### src/rtl/thermal_throttle_pkg.sv
package thermal_throttle_pkg;

    localparam int TT_TEMP_W = 8;
    localparam int TT_DUTY_W = 4;

    typedef enum logic [0:0] {
        TT_FREE     = 1'b0,
        TT_STALLING = 1'b1
    } tt_mode_e;

    typedef struct packed {
        logic hw;
        logic sw;
    } tt_src_t;

    function automatic logic tt_any(input tt_src_t s);
        return s.hw | s.sw;
    endfunction

endpackage

### src/rtl/tt_trip_compare.sv
module tt_trip_compare #(
    parameter int TEMP_W = 8
) (
    input  logic              clk,
    input  logic              rst,
    input  logic [TEMP_W-1:0] temp,
    input  logic [TEMP_W-1:0] thr_hot,
    input  logic [TEMP_W-1:0] thr_crit,
    input  logic [TEMP_W-1:0] hyst,
    output logic              hw_req_q,
    output logic              crit_hit
);
    localparam int SUM_W = TEMP_W + 1;

    logic [SUM_W-1:0] margin_sum;
    logic             at_hot;
    logic             cooled;

    always_comb begin
        margin_sum = {1'b0, temp} + {1'b0, hyst};
        at_hot     = temp >= thr_hot;
        cooled     = margin_sum < {1'b0, thr_hot};
        crit_hit   = temp >= thr_crit;
    end

    always_ff @(posedge clk) begin
        if (rst) begin
            hw_req_q <= 1'b0;
        end else if (at_hot) begin
            hw_req_q <= 1'b1;
        end else if (cooled) begin
            hw_req_q <= 1'b0;
        end
    end
endmodule

### src/rtl/tt_shutdown_latch.sv
module tt_shutdown_latch (
    input  logic clk,
    input  logic rst,
    input  logic crit_hit,
    output logic shut_q
);
    always_ff @(posedge clk) begin
        if (rst) begin
            shut_q <= 1'b0;
        end else if (crit_hit) begin
            shut_q <= 1'b1;
        end
    end
endmodule

### src/rtl/tt_duty_gen.sv
module tt_duty_gen
    import thermal_throttle_pkg::*;
#(
    parameter int DUTY_W = 4
) (
    input  logic              clk,
    input  logic              rst,
    input  logic              throttle_any,
    input  logic [DUTY_W-1:0] duty_set,
    output logic              clk_en,
    output logic [DUTY_W-1:0] win_pos,
    output logic [DUTY_W-1:0] act_duty,
    output tt_mode_e          mode
);
    localparam logic [DUTY_W-1:0] LAST_POS = {DUTY_W{1'b1}};

    logic wrap;

    always_comb begin
        wrap   = win_pos == LAST_POS;
        clk_en = win_pos >= act_duty;
    end

    always_ff @(posedge clk) begin
        if (rst) begin
            win_pos  <= '0;
            act_duty <= '0;
            mode     <= TT_FREE;
        end else begin
            win_pos <= win_pos + 1'b1;
            if (wrap) begin
                act_duty <= throttle_any ? duty_set : '0;
                mode     <= throttle_any ? TT_STALLING : TT_FREE;
            end
        end
    end
endmodule

### src/rtl/thermal_throttle_unit.sv
module thermal_throttle_unit
    import thermal_throttle_pkg::*;
#(
    parameter int TEMP_W = TT_TEMP_W,
    parameter int DUTY_W = TT_DUTY_W
) (
    input  logic              clk,
    input  logic              rst,
    input  logic [TEMP_W-1:0] temp_i,
    input  logic [TEMP_W-1:0] thr_hot_i,
    input  logic [TEMP_W-1:0] thr_crit_i,
    input  logic [TEMP_W-1:0] hyst_i,
    input  logic [DUTY_W-1:0] duty_i,
    input  logic              sw_throttle_i,
    output logic              clk_en_o,
    output logic              throt_hw_o,
    output logic              throt_sw_o,
    output logic              shutdown_o
);
    tt_src_t           src;
    logic              sw_q;
    logic              hw_q;
    logic              crit_hit;
    logic [DUTY_W-1:0] win_pos;
    logic [DUTY_W-1:0] act_duty;
    tt_mode_e          mode;

    always_ff @(posedge clk) begin
        if (rst) sw_q <= 1'b0;
        else     sw_q <= sw_throttle_i;
    end

    tt_trip_compare #(.TEMP_W(TEMP_W)) u_cmp (
        .clk      (clk),
        .rst      (rst),
        .temp     (temp_i),
        .thr_hot  (thr_hot_i),
        .thr_crit (thr_crit_i),
        .hyst     (hyst_i),
        .hw_req_q (hw_q),
        .crit_hit (crit_hit)
    );

    tt_shutdown_latch u_shut (
        .clk      (clk),
        .rst      (rst),
        .crit_hit (crit_hit),
        .shut_q   (shutdown_o)
    );

    always_comb begin
        src.hw = hw_q;
        src.sw = sw_q;
    end

    tt_duty_gen #(.DUTY_W(DUTY_W)) u_duty (
        .clk          (clk),
        .rst          (rst),
        .throttle_any (tt_any(src)),
        .duty_set     (duty_i),
        .clk_en       (clk_en_o),
        .win_pos      (win_pos),
        .act_duty     (act_duty),
        .mode         (mode)
    );

    assign throt_hw_o = src.hw;
    assign throt_sw_o = src.sw;
endmodule

### config.mk
export PLATFORM = sky130hd
export DESIGN_NAME = thermal_throttle_unit
export DESIGN_NICKNAME = d
export VERILOG_FILES = /design/src/rtl/thermal_throttle_pkg.sv /design/src/rtl/tt_trip_compare.sv /design/src/rtl/tt_shutdown_latch.sv /design/src/rtl/tt_duty_gen.sv /design/src/rtl/thermal_throttle_unit.sv
export SDC_FILE = /design/constraint.sdc
export NUM_CORES = 1
export LEC_CHECK = 0
export ABC_AREA = 1
export BUFFER_PORTS_ARGS = -buffer_cell sky130_fd_sc_hd__clkbuf_2
export CORE_AREA = 4 4 50 85
export DETAILED_ROUTE_END_ITERATION = 16
export DIE_AREA = 0 0 54 89
export GPL_ROUTABILITY_DRIVEN = 0
export GPL_TIMING_DRIVEN = 0
export REMOVE_ABC_BUFFERS = 1
export SKIP_LAST_GASP = 1
export SLEW_MARGIN = 20
export SYNTH_ARGS = -nofsm -noshare
export SYNTH_HDL_FRONTEND = slang
export SYNTH_SLANG_ARGS = --single-unit
### constraint.sdc
create_clock -name clk -period 2.35 [get_ports clk]
set_input_delay 0 -clock clk [delete_from_list [all_inputs] [get_ports clk]]
set_output_delay 0 -clock clk [all_outputs]
set_load 0.02 [all_outputs]
# ---- After elaboration in Yosys (flattened, before gate mapping)
# Cells that the tools add are included.
dict set report word_totals {
  in_bits 39
  word_cells 17
  output_inout_bits 4
  ff_bits 11
}
dict set report op_classes {
  eq_ne 1
  n_reduce_logical 1
  mux 3
  add_sub_neg 2
  magnitude_cmp 4
  bitwise_logic 1
}
# operator n
set op_table {}
lappend op_table {{$ge 8x8->1} 2}
lappend op_table {{$add 8x8->9} 1}
lappend op_table {{$lt 9x8->1} 1}
lappend op_table {{$add 4x1->4 const B} 1}
lappend op_table {{$eq 4x4->1 const B} 1}
lappend op_table {{$ge 4x4->1} 1}
lappend op_table {{$mux 4} 1}
lappend op_table {{$mux 1} 2}
lappend op_table {{$reduce_bool 2->1} 1}
lappend op_table {{$or 1x1->1} 1}

# ---- Depth between registers and ports, before layout
# Gate-level depths: netlist of run 1.
dict set report depth {
  ltp_word 4
  ltp_mapped 17
  depth_no_buf 17
}

# ---- Modules after synthesis
# A second synthesis of run 1 with hierarchy kept.
dict set report hier_totals {
  cells_unflattened 217
  area_unflattened_um2 1476.4
}
# mod seq_area_each_um2 cells_each n_inst area_per_inst_um2
set modules_own_cells {}
lappend modules_own_cells {tt_trip_compare 20.0 135 1 914.6}
lappend modules_own_cells {tt_duty_gen 180.2 73 1 493.0}
lappend modules_own_cells {thermal_throttle_unit 20.0 6 1 41.3}
lappend modules_own_cells {tt_shutdown_latch 20.0 3 1 27.5}

# ---- Worst setup path after synthesis of run 1
# OpenSTA, ideal clock, no wires.
dict set report synth_timing {
  path_type {input to register}
  from {input temp_i[0]}
  to {register u_cmp.hw_req_q}
  cell_stages 16
  t_arrival_ns 1.674
  required_ns 2.223
  path_slack_ns 0.549
  n_path_buf 0
  setup_time_ns 0.127
  cell_sequence {ha_1 > inv_1 > fa_1 > o21ai_2 > nand2_2 > nand2_1 > xor2_1 > ha_1 > nand2_1 > inv_1 > nand2_1 > nand2_1 > nand2_1 > nand2_1 > nand2_1 > a21oi_2}
}
dict set report synth_via {
  elab_chain_cells 3
  word_cells_on_any_way 5
  cone_classes {add/sub (1); order compare (2); mux (1); reduce/logical (1)}
}
# element line_no
set synth_lines {}
lappend synth_lines {{from (decl)} thermal_throttle_unit.sv:9} ;# input logic [TEMP_W-1:0] temp_i,
lappend synth_lines {{$add 8x8->9} tt_trip_compare.sv:20} ;# margin_sum = {1'b0, temp} + {1'b0, hyst};
lappend synth_lines {{$lt 9x8->1} tt_trip_compare.sv:22} ;# cooled = margin_sum < {1'b0, thr_hot};
lappend synth_lines {{$reduce_bool 2->1 (no line)} -}
lappend synth_lines {{to (signal assigned)} tt_trip_compare.sv:28} ;# hw_req_q <= 1'b0;
lappend synth_lines {{to (signal assigned)} tt_trip_compare.sv:30} ;# hw_req_q <= 1'b1;
lappend synth_lines {{to (signal assigned)} tt_trip_compare.sv:32} ;# hw_req_q <= 1'b0;
lappend synth_lines {{to (decl)} tt_trip_compare.sv:10} ;# output logic hw_req_q,
# Parallel ways exist; a longest one is shown, timed or not.
# A chain may end at the register's enable or synchronous reset.

# ---- Worst setup path after layout of run 1
# Same ends and word-level chain as after synthesis.

==> impl_metrics.csv, run 1 <==
group,metric,value,unit
global_route,grt_pass1_vias,1280,
setup_path,crit_path_start,"temp_i[0]",
yosys,async_flop_share,0,
setup_path,setup.worst_path.end_class,"flop",
routing,finalWirelength,3160,µm
cells_and_area,antennaDiodeCount,0,
sta,hold_violations,0,
setup_path,crit_path_start_kind,"input port",
cells_and_area,n_fill_cell,383,
yosys,synth.top_cell.area_share,0.326,
sta,rsz0062_at_grt,"no",
sta,slew_headroom,0.851,
setup_path,slowest_delay,420,ps
cells_and_area,drive_gt1_frac,0.206,
yosys,syn_avg_cell_area,7.01,µm²
setup_path,path_max_fanout,2,
sta,finalSetupTns,0,ps
cts,clock_latency,240,ps
routing,drt_iter0_markers,16,
status,status,"finished, final reports clean",
setup_path,critical-path-slowest-cell,"fa_1",
routing,num_vias,1331,
setup_path,path_buf_inv,3,
sta,tightest_slew,222,ps
yosys,synth_commonest_cells,"inv_1 (47), ha_1 (36), nand2_1 (30), a21oi_1 (22), nor2_1 (14)",
routing,postRouteAntennaNets,0,
setup_path,cp_cell_sequence,"clkbuf_2 > ha_1 > inv_1 > fa_1 > o21ai_2 > xor2_1 > ha_1 > nand2_1 > inv_1 > nand2_1 > nand2_1 > nand2_1 > nand2_1 > nand2_1 > nand2_1 > nand2_1 > a21oi_2",
place,dp_hpwl,2830,µm
sta,finClkSkew,0.759,ps
setup_path,crit_family,"adder cells",
power,power_density,408,mW/mm²
flow_run,drv_cap,0,
cells_and_area,register_area,220,µm²
power,vdd_drop_max,0.262,mV
cts,cts_max_level,1,
yosys,ys_top_cells_by_area,"ha_1 (33%), dfxtp_1 (16%), inv_1 (13%)",
floorplanning,die_area,0.00481,mm²
global_route,grt_pass1_wl,5210,µm
power,leakagePower,1.00,nW
sta,fin_crit_sh,0.820,
setup_path,r2r_start,"u_duty.win_pos[0]",
yosys,yosysSeqAreaShare,0.160,
cts,cts_sinks,11,
place,place_inst,284,
cts,clk_pin_slew,50,ps
floorplanning,core_area,0.00359,mm²
sta,finalSetupViolations,0,
global_route,antenna_found_initial,0,
sta,timing.fmax,0.519,GHz
floorplanning,start_util,0.384,
cells_and_area,area_growth,23.2,%
worst_hold_path,hold_path.class,"in -> reg",
yosys,synthFlopType,"dfxtp_1",
global_route,grt-ovfl-total,0,
routing,wl_per_cell,10.9,µm
setup_path,cpMostUsedCell,"nand2_1",
cts,cts_tree,"built",
global_route,track_usage,0.146,
cts,numCtsBuffers,3,
yosys,synth_most_common_cell,"inv_1",
cts,ctsResizeCount,0,
yosys,syn_inst,197,
setup_path,critical_path_class,"in -> reg",
cells_and_area,multi_input_comb_area,980,µm²
yosys,synth_top_area_cell,"ha_1",
yosys,synth_seq_cells,11,
global_route,grt_max_degree,9,
cts,clock_path_buffers,2,
cells_and_area,final_util,0.473,
place,io_buffers,42,
yosys,synth_cell_type_count,24,
floorplanning,top_level_ports,43,
setup_path,cp.required,2470,ps
cts,cts_setup_buffers,0,
worst_hold_path,min_from,"duty_i[0]",
yosys,synth_edf_count,0,
floorplanning,row_count,29,
cts,ctsHoldBuffers,1,
cts,root_buffer,"clkbuf_8",
cells_and_area,instances_no_fill,289,
yosys,synth_area,0.00138,mm²
floorplanning,fp.dieH,89,µm
setup_path,critPathArrivalTime,2050,ps
sta,slew_viol_final,0,
routing,dr.pass1.iters,4,
cells_and_area,num-nets-final,320,
routing,drc_errors,0,
sta,finalCriticalPeriod,1930,ps
routing,via_per_inst,4.61,
yosys,ys_warn_count,0,
floorplanning,die_x,54,µm
[placed cells by master (no fill, tap or decap), types with 3 or more instances in the layout]
cell type  netlist  layout
nor2_1          14      14
nand2_1         30      30
o21ai_0          5       5
a21oi_1         22      22
nor3_1           4       4
clkbuf_8         0       3
inv_1           47      47
dfxtp_1         11      11
xor2_1           4       4
xnor2_1          3       3
nand4_1          3       3
o211ai_1         3       3
nand3_1          4       4
ha_1            36      36
clkbuf_2         0      42
[area by class of cell]
class / instances / share of cell area
Inverter: 47 / 0.104
Tap cell: 46 / 0.0338
Multi-Input combinational cell: 138 / 0.576
Sequential cell: 11 / 0.130
Timing Repair Buffer: 43 / 0.130
Clock buffer: 3 / 0.0243
Clock inverter: 1 / 0.00294
[cells by family (layout without fill, tap and decap cells)]
family | count (synthesis) | count (layout) | synth area share
simple gates | 57 | 57 | 0.171
buf+inv | 48 | 94 | 0.131
fa+ha+maj | 37 | 37 | 0.341
compound gates | 37 | 37 | 0.153
flops | 11 | 11 | 0.160
xor+xnor | 7 | 7 | 0.0444
[worst reg2reg max path, stage by stage (launching register included)]
cell     delay [ps]
dfxtp_1         380
ha_1            190
nand2_1          50
inv_1            90
nand2_1         150
o21ai_0         200
a21oi_1          60
[layer usage]
layer	global-route usage	wire length, µm	part of all wire	up-vias
met2	0.304	1790	0.57	35
met3	0.0217	204	0.065	2
met1	0.136	1150	0.36	564
li1	-	-	-	730
met4	0.0408	19	0.0060	0
met5	0	0	0	-
[power by group]
part	switching [mW]	total (mW)	internal, mW
Combinational	0.167	0.301	0.134
Sequential	0.00800	0.204	0.196
Clock	0.0712	0.188	0.116
[path summary, 6_finish.rpt]
| kind | endpoint | slack (ps) | depth (start not counted) |
|---|---|---|---|
| worst max register to register | u_duty.act_duty[1] | 1110 | 6 |
| worst min-delay path | u_duty.act_duty[0] | 40 | 3 |
| worst min register to register | u_duty.win_pos[0] | 470 | 1 |
| worst max-delay path | u_cmp.hw_req_q | 420 | 17 |
[sequential cells by signal (all words and copies together), names as in the netlist]
name	flops
u_shut.shut_q	1
throt_sw_o	1
u_duty.win_pos	4
u_cmp.hw_req_q	1
u_duty.act_duty	4
[stage by stage]
| stage | hold slack, ps | setup WS, ps | cell area [µm²] | power (mW) |
|---|---|---|---|---|
| floorplan | 62.4 | 555 | 1380 | 0.416 |
| global placement | 215 | 191 | 1640 | 0.506 |
| detailed placement | 220 | 140 | 1640 | 0.510 |
| CTS | 32.3 | 388 | 1700 | 0.705 |
| global route | 55.9 | 217 | 1700 | 0.762 |
| finish | 37.3 | 422 | 1700 | 0.693 |
(Power assumes the default switching activity.)
==> inputs of run 2 (changes only) <==
Settings changed: ABC_AREA 1 to 0, CORE_AREA 4 4 50 85 to 4 4 48 82, DIE_AREA 0 0 54 89 to 0 0 52 86, PLACE_DENSITY from default to 0.67.
Clock period 2.35 ns to 1.6 ns, I/O delays scaled along.
==> impl_metrics.csv, run 2 <==
group,metric,value,unit
yosys,syn_inst,158,
sta,finalSetupTns,-416,ps
routing,num_vias,1248,
global_route,antenna_found_initial,0,
worst_hold_path,hold_end,"u_duty.act_duty[1]",
power,internal_power,0.700,mW
yosys,synth_area,0.00128,mm²
flow_run,drv_cap,0,
global_route,grt-ovfl-total,0,
sta,finalCriticalPeriod,2020,ps
setup_path,reg2reg_slack,430,ps
power,power_frac_comb,0.446,
floorplanning,top_level_ports,43,
cells_and_area,instances_no_fill,256,
cts,cts_sinks,11,
place,place_inst,244,
global_route,track_usage,0.149,
setup_path,path_max_fanout,4,
yosys,synth_seq_cells,11,
yosys,yosysSeqAreaShare,0.172,
setup_path,cp.required,1710,ps
yosys,ys_top_cells_by_area,"ha_1 (35%), dfxtp_1 (17%), inv_1 (7.0%)",
cells_and_area,most-common-layout-cells,"clkbuf_2 (38), ha_1 (33), inv_1 (23)",
status,violations,"setup timing",
routing,wl_per_cell,12.0,µm
sta,slew_headroom,0.773,
sta,timing.fmax,0.496,GHz
routing,dr.pass1.iters,3,
sta,fin_hold_ws,7.93,ps
cells_and_area,final_common_cell,"clkbuf_2",
sta,tightest_slew,337,ps
setup_path,critPathArrivalTime,2130,ps
routing,drc_errors,0,
cts,clk_pin_slew,40,ps
cts,clock_path_buffers,2,
power,leakagePower,0.892,nW
power,vdd_drop_max,0.350,mV
sta,fin_crit_sh,1.26,
routing,via_per_inst,4.88,
cells_and_area,area_growth,35.7,%
yosys,synth_cell_type_count,29,
worst_hold_path,min_from,"duty_i[1]",
floorplanning,die_x,52,µm
yosys,syn_avg_cell_area,8.12,µm²
worst_hold_path,holdPathStages,3,
place,dp_hpwl,2600,µm
yosys,synth.top_cell.area_share,0.351,
floorplanning,fp.dieH,86,µm
place,dpl_cell_area,0.00155,mm²
yosys,synth_top_area_cell,"ha_1",
cells_and_area,reg_top3,"u_duty.act_duty x4, u_duty.win_pos x4",
cts,root_buffer,"clkbuf_8",
power,p_sw_frac,0.328,
sta,layout_setup_ws,-416,ps
worst_hold_path,hold_path.class,"in -> reg",
sta,slew_viol_final,0,
global_route,grt_pass1_vias,1268,
setup_path,ff2ff_path_depth,5,
power,p_clk_frac,0.264,
routing,finalWirelength,3070,µm
status,status,"finished, violations left",
power,power_density,598,mW/mm²
routing,postRouteAntennaNets,0,
cells_and_area,drive_gt1_frac,0.327,
sta,rsz0062_at_grt,"yes",
sta,finalSetupViolations,1,
global_route,grt_max_degree,12,
yosys,synth_edf_count,0,
setup_path,r2r_start,"u_duty.win_pos[0]",
global_route,grt_pass1_wl,5060,µm
yosys,async_flop_share,0,
cells_and_area,num-nets-final,288,
cts,numCtsBuffers,3,
cts,cts_tree,"built",
yosys,synth_commonest_cells,"ha_1 (36), inv_1 (24), a21oi_1 (12), dfxtp_1 (11)",
floorplanning,row_count,28,
sta,finClkSkew,4.91,ps
place,io_buffers,42,
cts,clock_latency,240,ps
cells_and_area,antennaDiodeCount,0,
yosys,ys_warn_count,0,
setup_path,setup.worst_path.end_class,"flop",
sta,hold_violations,0,
floorplanning,die_area,0.00447,mm²
floorplanning,start_util,0.386,
setup_path,critical_path_class,"in -> reg",
yosys,synth_most_common_cell,"ha_1",
floorplanning,core_area,0.00333,mm²
place,post-place-ws,-973,ps
power,p_sw,0.341,mW
power,p_seq_frac,0.290,
cells_and_area,final_util,0.523,
cells_and_area,final_cell_area,0.00174,mm²
setup_path,rr_endpoint,"u_duty.act_duty[3]",
yosys,synthFlopType,"dfxtp_1",
routing,drt_iter0_markers,6,
setup_path,crit_path_start_kind,"input port",
power,power.total,1.04,mW
cts,cts_max_level,1,
run 2: cell count changes in the layout (fill, tap and decap cells not counted), moves of 3 or more:
cell / previous run / this run
inv_1: 47 / 23
nand3_1: 4 / 7
clkbuf_2: 42 / 38
nor2_1: 14 / 9
buf_4: 0 / 8
a21o_1: 0 / 5
xor2_1: 4 / 1
nand2_1: 30 / 9
nand2b_1: 0 / 3
ha_1: 36 / 33
ha_4: 0 / 3
a21oi_2: 1 / 4
nor2b_1: 0 / 5
a21oi_1: 22 / 10
run 2: area by class of cell:
type	count	area [µm²]
Sequential cell	11	221
Clock buffer	4	45.0
Fill cell	312	1590
Tap cell	45	56.3
Timing Repair Buffer	50	293
Multi-Input combinational cell	122	1040
Inverter	24	90.1
run 2: layer usage:
layer	vias up	GRT usage	routed length, µm
met3	5	0.0209	158
li1	657	-	-
met1	549	0.140	1110
met2	37	0.304	1740
met4	0	0.0501	51
met5	-	0	0
run 2: cells by family after synthesis:
logic type,after synthesis,share of synthesized area
AND/OR/NAND/NOR,42,0.160
AO/OA/AOI/OAI,37,0.188
adder cells (fa/ha/maj),37,0.366
buffers and inverters,25,0.0731
flip-flops,11,0.172
XOR/XNOR,6,0.0409
run 2: what timing repair did:
item / 4_1_cts / 5_1_grt
pin swaps: 11 / 12
buffers inserted: 3 / 4
hold buffers: 1 / 0
resized for setup: 12 / 9
endpoints found under the setup margin: 2 / 2
hold endpoints to repair: 1 / 0
cloned: 0 / 0
run 2: how the worst max path moves through the flow:
stage,start,endpoint,depth (start not counted)
global placement,temp_i[0],u_cmp.hw_req_q,15
CTS,hyst_i[0],u_cmp.hw_req_q,15
finish,temp_i[1],u_cmp.hw_req_q,12
global route,hyst_i[0],u_cmp.hw_req_q,15
detailed placement,temp_i[0],u_cmp.hw_req_q,15
floorplan,temp_i[0],u_cmp.hw_req_q,14
run 2: power by group through the flow:
| stage | combinational, mW | clock (mW) | sequential (mW) |
|---|---|---|---|
| after CTS | 0.441 | 0.284 | 0.303 |
| after detailed placement | 0.399 | 0 | 0.308 |
| final | 0.464 | 0.275 | 0.302 |
| after global placement | 0.387 | 0 | 0.307 |
| after floorplan | 0.262 | 0 | 0.314 |
| after global routing | 0.531 | 0.294 | 0.303 |
run 2: worst max-delay path, stage by stage:
cell	delay, ps
buf_4	140
ha_4	230
a21o_1	180
a21oi_2	180
o21ai_2	100
o41ai_2	360
xnor2_1	120
ha_1	350
a211oi_2	220
o211ai_1	110
nand2_1	70
a31oi_1	70
